==> config.mk <==
export PLATFORM = sky130hd
export DESIGN_NAME = ext_status_latch
export DESIGN_NICKNAME = d
export VERILOG_FILES = /design/src/rtl/ext_status_pkg.sv /design/src/rtl/est_sync.sv /design/src/rtl/est_chan.sv /design/src/rtl/ext_status_latch.sv
export SDC_FILE = /design/constraint.sdc
export NUM_CORES = 1
export LEC_CHECK = 0
export BUFFER_PORTS_ARGS = -buffer_cell sky130_fd_sc_hd__buf_2
export CAP_MARGIN = 20
export CORE_AREA = 2 2 39 41
export DETAILED_ROUTE_END_ITERATION = 8
export DIE_AREA = 0 0 41 43
export PLACE_DENSITY = 0.63
export SLEW_MARGIN = 25
export SYNTH_ARGS = -nofsm -noshare
export SYNTH_HDL_FRONTEND = slang
export SYNTH_SLANG_ARGS = --single-unit
export TNS_END_PERCENT = 100
==> constraint.sdc <==
create_clock -name clk -period 1.25 [get_ports clk]
set_input_delay 0.125 -clock clk [delete_from_list [all_inputs] [get_ports clk]]
set_output_delay 0.125 -clock clk [all_outputs]
set_load 0.05 [all_outputs]
==> src/rtl/ext_status_pkg.sv <==
package ext_status_pkg;
  localparam int PIN_SRCS    = 2;
  localparam int IDX_CARRIER = 0;
  localparam int IDX_SYNC    = 1;
  localparam int SYNC_DEPTH  = 2;
endpackage

==> src/rtl/est_sync.sv <==
module est_sync #(
  parameter int W      = 2,
  parameter int STAGES = 2
) (
  input  logic         clk,
  input  logic         rst_n,
  input  logic [W-1:0] d,
  output logic [W-1:0] q
);
  logic [W-1:0] stg [STAGES];

  always_ff @(posedge clk) begin
    if (!rst_n) begin
      for (int i = 0; i < STAGES; i++) stg[i] <= '0;
    end else begin
      stg[0] <= d;
      for (int i = 1; i < STAGES; i++) stg[i] <= stg[i-1];
    end
  end

  assign q = stg[STAGES-1];
endmodule

==> src/rtl/est_chan.sv <==
module est_chan (
  input  logic clk,
  input  logic rst_n,
  input  logic lvl,
  input  logic arm,
  input  logic ie,
  input  logic pend,
  input  logic rst_stat,
  output logic hit,
  output logic tog,
  output logic stat
);
  logic prev_q, lat_q, tog_q;
  logic edge_w;

  // prev_q always follows the synchronized level
  always_ff @(posedge clk) begin
    if (!rst_n) prev_q <= 1'b0;
    else        prev_q <= lvl;
  end

  assign edge_w = arm & (lvl ^ prev_q);
  assign hit    = edge_w & ie;

  // latch is transparent while idle or at the strobe, frozen while pending
  always_ff @(posedge clk) begin
    if (!rst_n)                lat_q <= 1'b0;
    else if (rst_stat || !pend) lat_q <= lvl;
  end

  // parity of enabled edges seen while pending
  always_ff @(posedge clk) begin
    if (!rst_n)          tog_q <= 1'b0;
    else if (rst_stat)   tog_q <= 1'b0;
    else if (pend && hit) tog_q <= ~tog_q;
  end

  assign tog  = tog_q;
  assign stat = ie ? lat_q : lvl;
endmodule

==> src/rtl/ext_status_latch.sv <==
module ext_status_latch
  import ext_status_pkg::*;
(
  input  logic clk,
  input  logic rst_n,
  input  logic carrier_i,
  input  logic sync_i,
  input  logic zero_cnt_i,
  input  logic carrier_ie_i,
  input  logic sync_ie_i,
  input  logic zero_ie_i,
  input  logic master_ie_i,
  input  logic rst_stat_i,
  output logic stat_carrier_o,
  output logic stat_sync_o,
  output logic stat_zero_o,
  output logic irq_o
);
  localparam int WARM   = SYNC_DEPTH + 1;
  localparam int WARM_W = $clog2(WARM + 1);

  logic [PIN_SRCS-1:0] pin_raw, pin_lvl, ie_vec, hit_vec, tog_vec, stat_vec;
  logic [WARM_W-1:0]   warm_q;
  logic                arm, pend_q, zero_hit, trig;

  assign pin_raw[IDX_CARRIER] = carrier_i;
  assign pin_raw[IDX_SYNC]    = sync_i;
  assign ie_vec[IDX_CARRIER]  = carrier_ie_i;
  assign ie_vec[IDX_SYNC]     = sync_ie_i;

  est_sync #(.W(PIN_SRCS), .STAGES(SYNC_DEPTH)) u_sync (
    .clk(clk), .rst_n(rst_n), .d(pin_raw), .q(pin_lvl)
  );

  // suppress edges until the synchronizer holds real pin data
  always_ff @(posedge clk) begin
    if (!rst_n)            warm_q <= '0;
    else if (warm_q != WARM[WARM_W-1:0]) warm_q <= warm_q + 1'b1;
  end
  assign arm = (warm_q == WARM[WARM_W-1:0]);

  for (genvar g = 0; g < PIN_SRCS; g++) begin : g_chan
    est_chan u_chan (
      .clk(clk), .rst_n(rst_n), .lvl(pin_lvl[g]), .arm(arm),
      .ie(ie_vec[g]), .pend(pend_q), .rst_stat(rst_stat_i),
      .hit(hit_vec[g]), .tog(tog_vec[g]), .stat(stat_vec[g])
    );
  end

  assign zero_hit = zero_ie_i & zero_cnt_i;
  assign trig     = (|hit_vec) | zero_hit;

  always_ff @(posedge clk) begin
    if (!rst_n)          pend_q <= 1'b0;
    else if (rst_stat_i) pend_q <= (|tog_vec) | trig;
    else if (!pend_q)    pend_q <= trig;
  end

  assign stat_carrier_o = stat_vec[IDX_CARRIER];
  assign stat_sync_o    = stat_vec[IDX_SYNC];
  assign stat_zero_o    = zero_hit;
  assign irq_o          = pend_q & master_ie_i;
endmodule

**Yosys cells after proc, flatten, opt, wreduce, memory -nomap -nowiden**

Memories as Yosys holds them, arrays and structs flattened.
Cells that the tools add are included.

- Bits in registers: 9
- RAM bits: 4
- Output and inout port bits: 4
- Word-level logic and storage cells: 42
- Memories: 1

Memories:

| memory | words | bits a word | rd ports | clocked after memory_dff | write ports | line | RTL |
|---|---|---|---|---|---|---|---|
| u_sync.stg | 2 | 2 | 2 | 0 | 2 | est_sync.sv:10 | `logic [W-1:0] stg [STAGES];` |

- Add/sub/neg operators: 1
- Eq/ne operators: 2
- Mux-type cells: 8
- Bitwise gates (word level): 15
- Reductions and logical operators: 7

Operator list:

| cell | number |
|---|---|
| $and A1 B1 Y1 | 6 |
| $mux W1 | 6 |
| $reduce_or A2 Y1 | 3 |
| $mux W2 | 2 |
| $or A1 B1 Y1 | 4 |
| $not A1 Y1 | 3 |
| $add A2 B1 Y2 const B | 1 |
| $eq A2 B2 Y1 const B | 1 |
| $logic_and A1 B1 Y1 | 2 |
| $ne A2 B2 Y1 const B | 1 |
| $xor A1 B1 Y1 | 2 |
| $logic_not A1 Y1 | 1 |
| $logic_or A1 B1 Y1 | 1 |

**Depth between registers and ports, before layout**

Gate-level depths: netlist of the first run.

- Depth in word-level cells: 7
- Mapped depth: 3
- Depth with buffers taken out: 3

**Cells and area by module**

Synthesis of the first run repeated with hierarchy kept, for this count alone.

- Cells, all modules: 53
- Area total of the unflattened synthesis: 563.0 µm²

By module, submodules not included:

| module | instances | cells each | area each (µm²) |
|---|---|---|---|
| est_chan | 2 | 14 | 147.6 |
| ext_status_latch | 1 | 15 | 147.6 |
| est_sync | 1 | 10 | 120.1 |

**Least setup slack after synthesis of the first run**

No wires, ideal clock.

- Path kind: flip-flop to flip-flop
- From: reg warm_q[0]
- To: reg pend_q
- Library setup time: 0.120 ns
- Data arrival time: 0.988 ns
- Required time: 1.130 ns
- Slack: 0.142 ns
- Stages on the path, launching flop included: 4
- Clock period less this slack: 1.108 ns
- Cell sequence: dfxtp_1 ha_1 and3_1 o31a_1

- Longest elaborated chain between the ends: 7
- Elaborated cells between the ends (all ways): 10
- Classes of those cells: eq/ne: 1; mux: 2; bitwise: 6; reduce/logical: 1

RTL lines:

| what | line | RTL |
|---|---|---|
| from (decl) | ext_status_latch.sv:23 | `logic [WARM_W-1:0] warm_q;` |
| from (signal assigned) | ext_status_latch.sv:38 | `else if (warm_q != WARM[WARM_W-1:0]) warm_q <= warm_q + 1'b1;` |
| $eq A2 B2 Y1 (*) | ext_status_latch.sv:40 | `assign arm = (warm_q == WARM[WARM_W-1:0]);` |
| $and A1 B1 Y1 | est_chan.sv:22 | `assign edge_w = arm & (lvl ^ prev_q);` |
| $and A1 B1 Y1 | est_chan.sv:23 | `assign hit = edge_w & ie;` |
| $reduce_or A2 Y1 (*) | ext_status_latch.sv:51 | `assign trig = (\|hit_vec) \| zero_hit;` |
| $or A1 B1 Y1 (*) | ext_status_latch.sv:51 |  |
| $mux W1 / $or A1 B1 Y1 (equally long branches) | ext_status_latch.sv:56, ext_status_latch.sv:55 |  |
| $mux W1 (*) | ext_status_latch.sv:55 | `else if (rst_stat_i) pend_q <= (\|tog_vec) \| trig;` |
| to (signal assigned) | ext_status_latch.sv:55 |  |
| to (signal assigned) | ext_status_latch.sv:56 | `else if (!pend_q) pend_q <= trig;` |
| to (decl) | ext_status_latch.sv:24 | `logic arm, pend_q, zero_hit, trig;` |

Mark *: on every way between the ends. The rest lies on a longest branch, timed or not.
A chain may end at the register's enable or synchronous reset.

==> impl_metrics.yaml, run 1 <==
power:
  pwr_density_cell_nw_per_um2: 1270
  swShare_pct: 24.9
  p_switching_mw: 0.208
  pwr-share-comb_pct: 15.4
  p_leak_nw: 0.315
  power_frac_clock_pct: 29.8
  internal-power_mw: 0.627
  vdd_ir_drop_max_v: 0.000574
  p_seq_share_pct: 54.8
sta:
  worst_pin_slew_ps: 248
  fin_skew_ps: 1.48
  period_needed_ps: 1200
  fmax_mhz: 831
  relSlewSlack_pct: 83.6
  fin_crit_sh_pct: 96.3
  final-setup-viol-count: 0
  setup_ws_ps: 46.9
  slew_violations: 0
  finalHoldViolCount: 0
  final.setup.tns_ps: 0
  whs_ps: 59.1
  rsz0062_at_grt: "false"
cts:
  cts_root_buf: "clkbuf_4"
  post-cts-setup-buffer-count: 0
  cts.clk_slew.worst_paths_ps: 80
  hold_buffers: 0
  cts.sinks: 13
  cts_max_level: 1
  cts_buffers: 3
  cts_tree: "done"
  insertion_delay_ps: 260
  clockBufferDepth: 2
global_routing:
  grt_use_met3_pct: 3.14
  grtUsageMet2_pct: 16.9
  grt_use_total_pct: 11.4
  antenna_found_initial: 0
  first_global_vias: 347
  grt_overflow: 0
  grt_pass1_wl_mm: 1.31
  met1_usage_pct: 12.5
  top_usage_layer: "met2"
  grt_max_degree: 16
cells_and_area:
  num_antenna_cells: 0
  final_layout_size_suffix_gt1_share_pct: 25.8
  post-route-util_pct: 47.6
  syn_to_final_growth_pct: 22.6
  nets: 78
  fin_area_um2: 659
drt:
  ant_nets: 0
  wl_per_cell_um: 10.4
  firstDrtPassIters: 2
  vias_per_cell: 4.61
  route.vias.total: 378
  drt_iter0_drc: 1
  wl_um: 854
  drc: 0
worst_setup_path:
  cp.depth: 2
  cp.required_ps: 1120
  crit_path_start_kind: "flop"
  worstSetupPathType: "reg -> out"
  cpPeakStageDelay_ps: 340
  critPathMaxFanout: 4
  cpMaxStageDelayCell: "dfxtp_1"
  worstRegToRegCells: 3
  critical_path_arrival_ps: 1080
  r2r_end: "pend_q$_SDFF_PN0_"
  r2r-start: "warm_q[0]$_SDFFE_PN0P_"
  cp.buffers_inverters: 1
  critPathCaptureType: "output port"
  path_cells: "mux2_1 -> buf_6"
  path_delay_family: "flip-flops"
  r2r_slack_ps: 80
synth:
  syn-mean-instance-area_um2: 10.8
  syn-cell-area_um2: 538
  ys_types: 18
  synth.ff_latch_count: 13
  syn-num-nets: 61
  yosysSeqAreaShare_pct: 48.4
  synth_warnings: 0
  syn-instance-count: 50
placed_design:
  dp_slack_ps: 91.2
  routabilityCongestion: 0.607
  port-buffer-count: 13
  placedInstanceArea_um2: 619
die:
  fp.coreArea_um2: 1380
  rows: 14
  start_util_pct: 38.9
  ios: 14
  die_w_um: 41
  die_height_um: 43
  die-area_um2: 1760
outcome:
  status: "finished, final reports clean"
hold_path:
  worstHoldEndpoint: "u_sync.stg[0][0]$_SDFF_PN0_"
  min_from: "carrier_i"
  min_path_cells: 2
  holdCritPathClass: "in -> reg"
flow_run:
  drv_cap: 0
## logic make-up after synthesis
family | count (synthesis) | share of synthesized area (%)
AND/OR/NAND/NOR | 22 | 26.0
flip-flops | 13 | 48.4
multiplexers | 7 | 13.5
AO/OA/AOI/OAI | 3 | 4.19
XOR/XNOR | 3 | 4.88
buffers and inverters | 1 | 0.697
adder cells (fa/ha/maj) | 1 | 2.33
## flip-flops by register name, indices dropped and copies added (netlist names)
name and cells:
warm_q 2, g_chan.u_chan.tog 2, pend_q 1, g_chan.u_chan.lat_q 2, g_chan.u_chan.prev_q 2, u_sync.stg 4
## cell usage after synthesis (all sizes together)
master  instances  area share [%]
and3            1             1.2
nor2            2             1.4
nand2b          1             1.2
and2            9              10
nor2b           3             3.5
xnor2           1             1.6
a21oi           1            0.93
mux2i           5             9.3
nand4           2             2.3
xor2            2             3.3
ha              1             2.3
nand3b          2             2.8
clkbuf          1            0.70
o31a            1             1.6
a31o            1             1.6
dfxtp          13              48
mux2            2             4.2
or3b            2             3.3
## power groups by stage
| stage | combinational (mW) | sequential [mW] | clock, mW |
|---|---|---|---|
| after floorplan | 0.0912 | 0.463 | 0 |
| after global placement | 0.123 | 0.465 | 0 |
| after detailed placement | 0.128 | 0.467 | 0 |
| after CTS | 0.131 | 0.457 | 0.265 |
| after global routing | 0.144 | 0.461 | 0.279 |
| final | 0.129 | 0.458 | 0.248 |
## worst max path at each step
stage	slack, ps	startpoint	endpoint
floorplan	140	warm_q[0]$_SDFFE_PN0P_	pend_q$_SDFF_PN0_
global placement	120	warm_q[0]$_SDFFE_PN0P_	pend_q$_SDFF_PN0_
detailed placement	90	warm_q[0]$_SDFFE_PN0P_	pend_q$_SDFF_PN0_
CTS	10	u_sync.stg[0][2]$_SDFF_PN0_	stat_carrier_o
global route	4	u_sync.stg[0][3]$_SDFF_PN0_	stat_sync_o
finish	50	u_sync.stg[0][3]$_SDFF_PN0_	stat_sync_o
## routing by layer
metal	wire length (um)	vias to the layer above	share of wire, %
met5	0	-	0
met4	14	0	1.6
met3	41	2	4.8
met2	391	9	46
met1	407	164	48
li1	-	203	-
## timing repair
item                                    CTS  global route
endpoints found under the setup margin    2             2
endpoints found under the hold margin     0             0
gates resized for setup                   2             3
## worst reg2reg max path, stage by stage (launching register included)
cell     delay (ps)
dfxtp_1         330
ha_1            280
and3_1          170
o31a_1          280
## area by class of cell
cell class / count / area, um^2
repair buffers: 13 / 77.6
fillers: 139 / 724
multi-input cells: 36 / 274
clock buffers: 4 / 26.3
flip-flops and latches: 13 / 262
well taps: 16 / 20.0
## metrics by stage
| stage | std cells | total power, mW |
|---|---|---|
| after CTS | 82 | 0.853 |
| after global placement | 78 | 0.588 |
| after detailed placement | 78 | 0.595 |
| final | 82 | 0.835 |
| after global routing | 82 | 0.884 |
| after floorplan | 50 | 0.554 |
## cells in the final DEF (no fill, tap or decap)
master,count
nand3b_1,2
or3b_1,2
ha_1,1
buf_6,2
nand2b_1,1
xor2_1,2
mux2_1,2
o31a_1,1
and2_1,9
clkbuf_1,1
nor2_1,2
buf_2,11
dfxtp_2,1
nor2b_1,3
xnor2_1,1
and3_1,1
clkbuf_4,3
nand4_1,2
a21oi_1,1
dfxtp_1,12
mux2i_1,5
a31o_1,1
Power figures use the tool's default switching activity.
==> run 2, diff against run 1 <==
- CORE_AREA: 2 2 39 41 -> unset
- CORE_MARGIN: unset -> 2
- CORE_UTILIZATION: unset -> 25
- DIE_AREA: 0 0 41 43 -> unset
- PLACE_DENSITY: 0.63 -> 0.43
- clock period: 1.25 -> 1.2 ns (I/O delays scaled with it)
==> impl_metrics.yaml, run 2 (synthesis results as in run 1) <==
cts:
  cts_max_level: 1
  insertion_delay_ps: 270
  cts_root_buf: "clkbuf_4"
  cts_buffers: 3
  clockBufferDepth: 2
  cts.clk_slew.worst_paths_ps: 80
  cts_tree: "done"
  cts.sinks: 13
die:
  ios: 14
  start_util_pct: 26.9
  die-area_um2: 2540
  fp.coreArea_um2: 2000
  die_height_um: 50.4
  die_w_um: 50.4
  rows: 16
cells_and_area:
  fin_cells: 95
  largest_reg_flops: 4
  syn_to_final_growth_pct: 32.8
  final_layout_size_suffix_gt1_share_pct: 35.3
  largest-register: "u_sync.stg"
  nets: 80
  num_antenna_cells: 0
  final_cell_mix: "dfxtp_1 (10), buf_2 (10), and2_1 (9)"
sta:
  slew_violations: 0
  fin_skew_ps: 0.666
  fin_crit_sh_pct: 96.5
  finalHoldViolCount: 0
  whs_ps: 48.9
  worst_pin_slew_ps: 246
  fmax_mhz: 864
  final-setup-viol-count: 0
  rsz0062_at_grt: "true"
  relSlewSlack_pct: 83.7
  period_needed_ps: 1160
drt:
  drc: 0
  wl_um: 964
  ant_nets: 0
  vias_per_cell: 4.24
  route.vias.total: 403
  drt_iter0_drc: 0
  wl_per_cell_um: 10.1
  firstDrtPassIters: 1
worst_setup_path:
  crit_path_start_kind: "flop"
  r2r_slack_ps: 40
  path_delay_family: "compound AO/OA/AOI/OAI gates"
  worstRegToRegCells: 4
  path_cells: "buf_12 -> xor2_1 -> a31o_1 -> o31a_1"
  cpMaxStageDelayCell: "dfxtp_2"
  cp.required_ps: 1370
  cpPeakStageDelay_ps: 340
  cp.buffers_inverters: 1
  critical_path_arrival_ps: 1320
  cp.depth: 4
  critPathMaxFanout: 3
  worstSetupPathType: "reg -> reg"
  critPathCaptureType: "flop"
placed_design:
  routabilityCongestion: 0.634
  port-buffer-count: 13
  dp_cells: 90
  dp_hpwl_um: 697
power:
  pwr_density_cell_nw_per_um2: 1250
  vdd_ir_drop_max_v: 0.000571
  p_leak_nw: 0.335
global_routing:
  grt_pass1_wl_mm: 1.61
  antenna_found_initial: 0
  grt_max_degree: 16
  grt_use_total_pct: 9.02
  first_global_vias: 378
  grt_overflow: 0
outcome:
  status: "finished, final reports clean"
hold_path:
  holdCritPathClass: "in -> reg"
  min_path_cells: 2
flow_run:
  drv_cap: 0
## run 2: power breakdown
part | switching [mW] | internal [mW] | total, mW
clock network | 0.147 | 0.123 | 0.271
registers | 0.0163 | 0.460 | 0.477
logic | 0.0723 | 0.0768 | 0.149
total | 0.236 | 0.660 | 0.896
## run 2: worst reg2reg max path, delay by kind of cell (launching register included)
family	cells	cell delay [ps]
xor+xnor	1	160
buf+inv	1	120
compound gates	2	440
flops	1	340
## run 2: final cells by class
type	instances	area (um^2)
Clock buffer	3	22.5
Clock inverter	1	5.00
Fill cell	215	1290
Multi-Input combinational cell	36	282
Sequential cell	13	264
Tap cell	27	33.8
Timing Repair Buffer	15	108
## run 2: worst paths after layout
| kind | end | startpoint |
|---|---|---|
| worst max register to register | pend_q$_SDFF_PN0_ | u_sync.stg[0][2]$_SDFF_PN0_ |
| worst min-delay path | u_sync.stg[0][0]$_SDFF_PN0_ | carrier_i |
| worst max-delay path | pend_q$_SDFF_PN0_ | u_sync.stg[0][2]$_SDFF_PN0_ |
| worst min register to register | u_sync.stg[0][3]$_SDFF_PN0_ | u_sync.stg[0][1]$_SDFF_PN0_ |
## run 2: layer usage
| layer | routed length [um] | up-vias | global-route usage (%) |
|---|---|---|---|
| met2 | 440 | 9 | 13.2 |
| li1 | - | 207 | - |
| met1 | 469 | 185 | 10.6 |
| met4 | 9 | 0 | 8.11 |
| met3 | 44 | 2 | 2.68 |
| met5 | 0 | - | 0 |
## run 2: timing repair
action,4_1_cts,5_1_grt
pin swaps,0,1
hold buffers,0,0
resized for setup,7,3
gates cloned,0,0
setup buffers,1,0
setup endpoints to repair,2,4
## run 2: metrics by stage
step | utilization, % | instance area [um^2] | setup TNS [ps] | power (mW) | setup WS (ps)
after detailed placement | 32.0 | 641 | 0 | 0.623 | 79.8
after floorplan | - | 538 | 0 | 0.578 | 92.3
after global routing | 35.7 | 714 | -17.3 | 0.968 | -9.37
final | 35.7 | 714 | 0 | 0.896 | 42.1
after global placement | 32.0 | 641 | 0 | 0.621 | 108
after CTS | 35.3 | 707 | 0 | 0.910 | 2.19
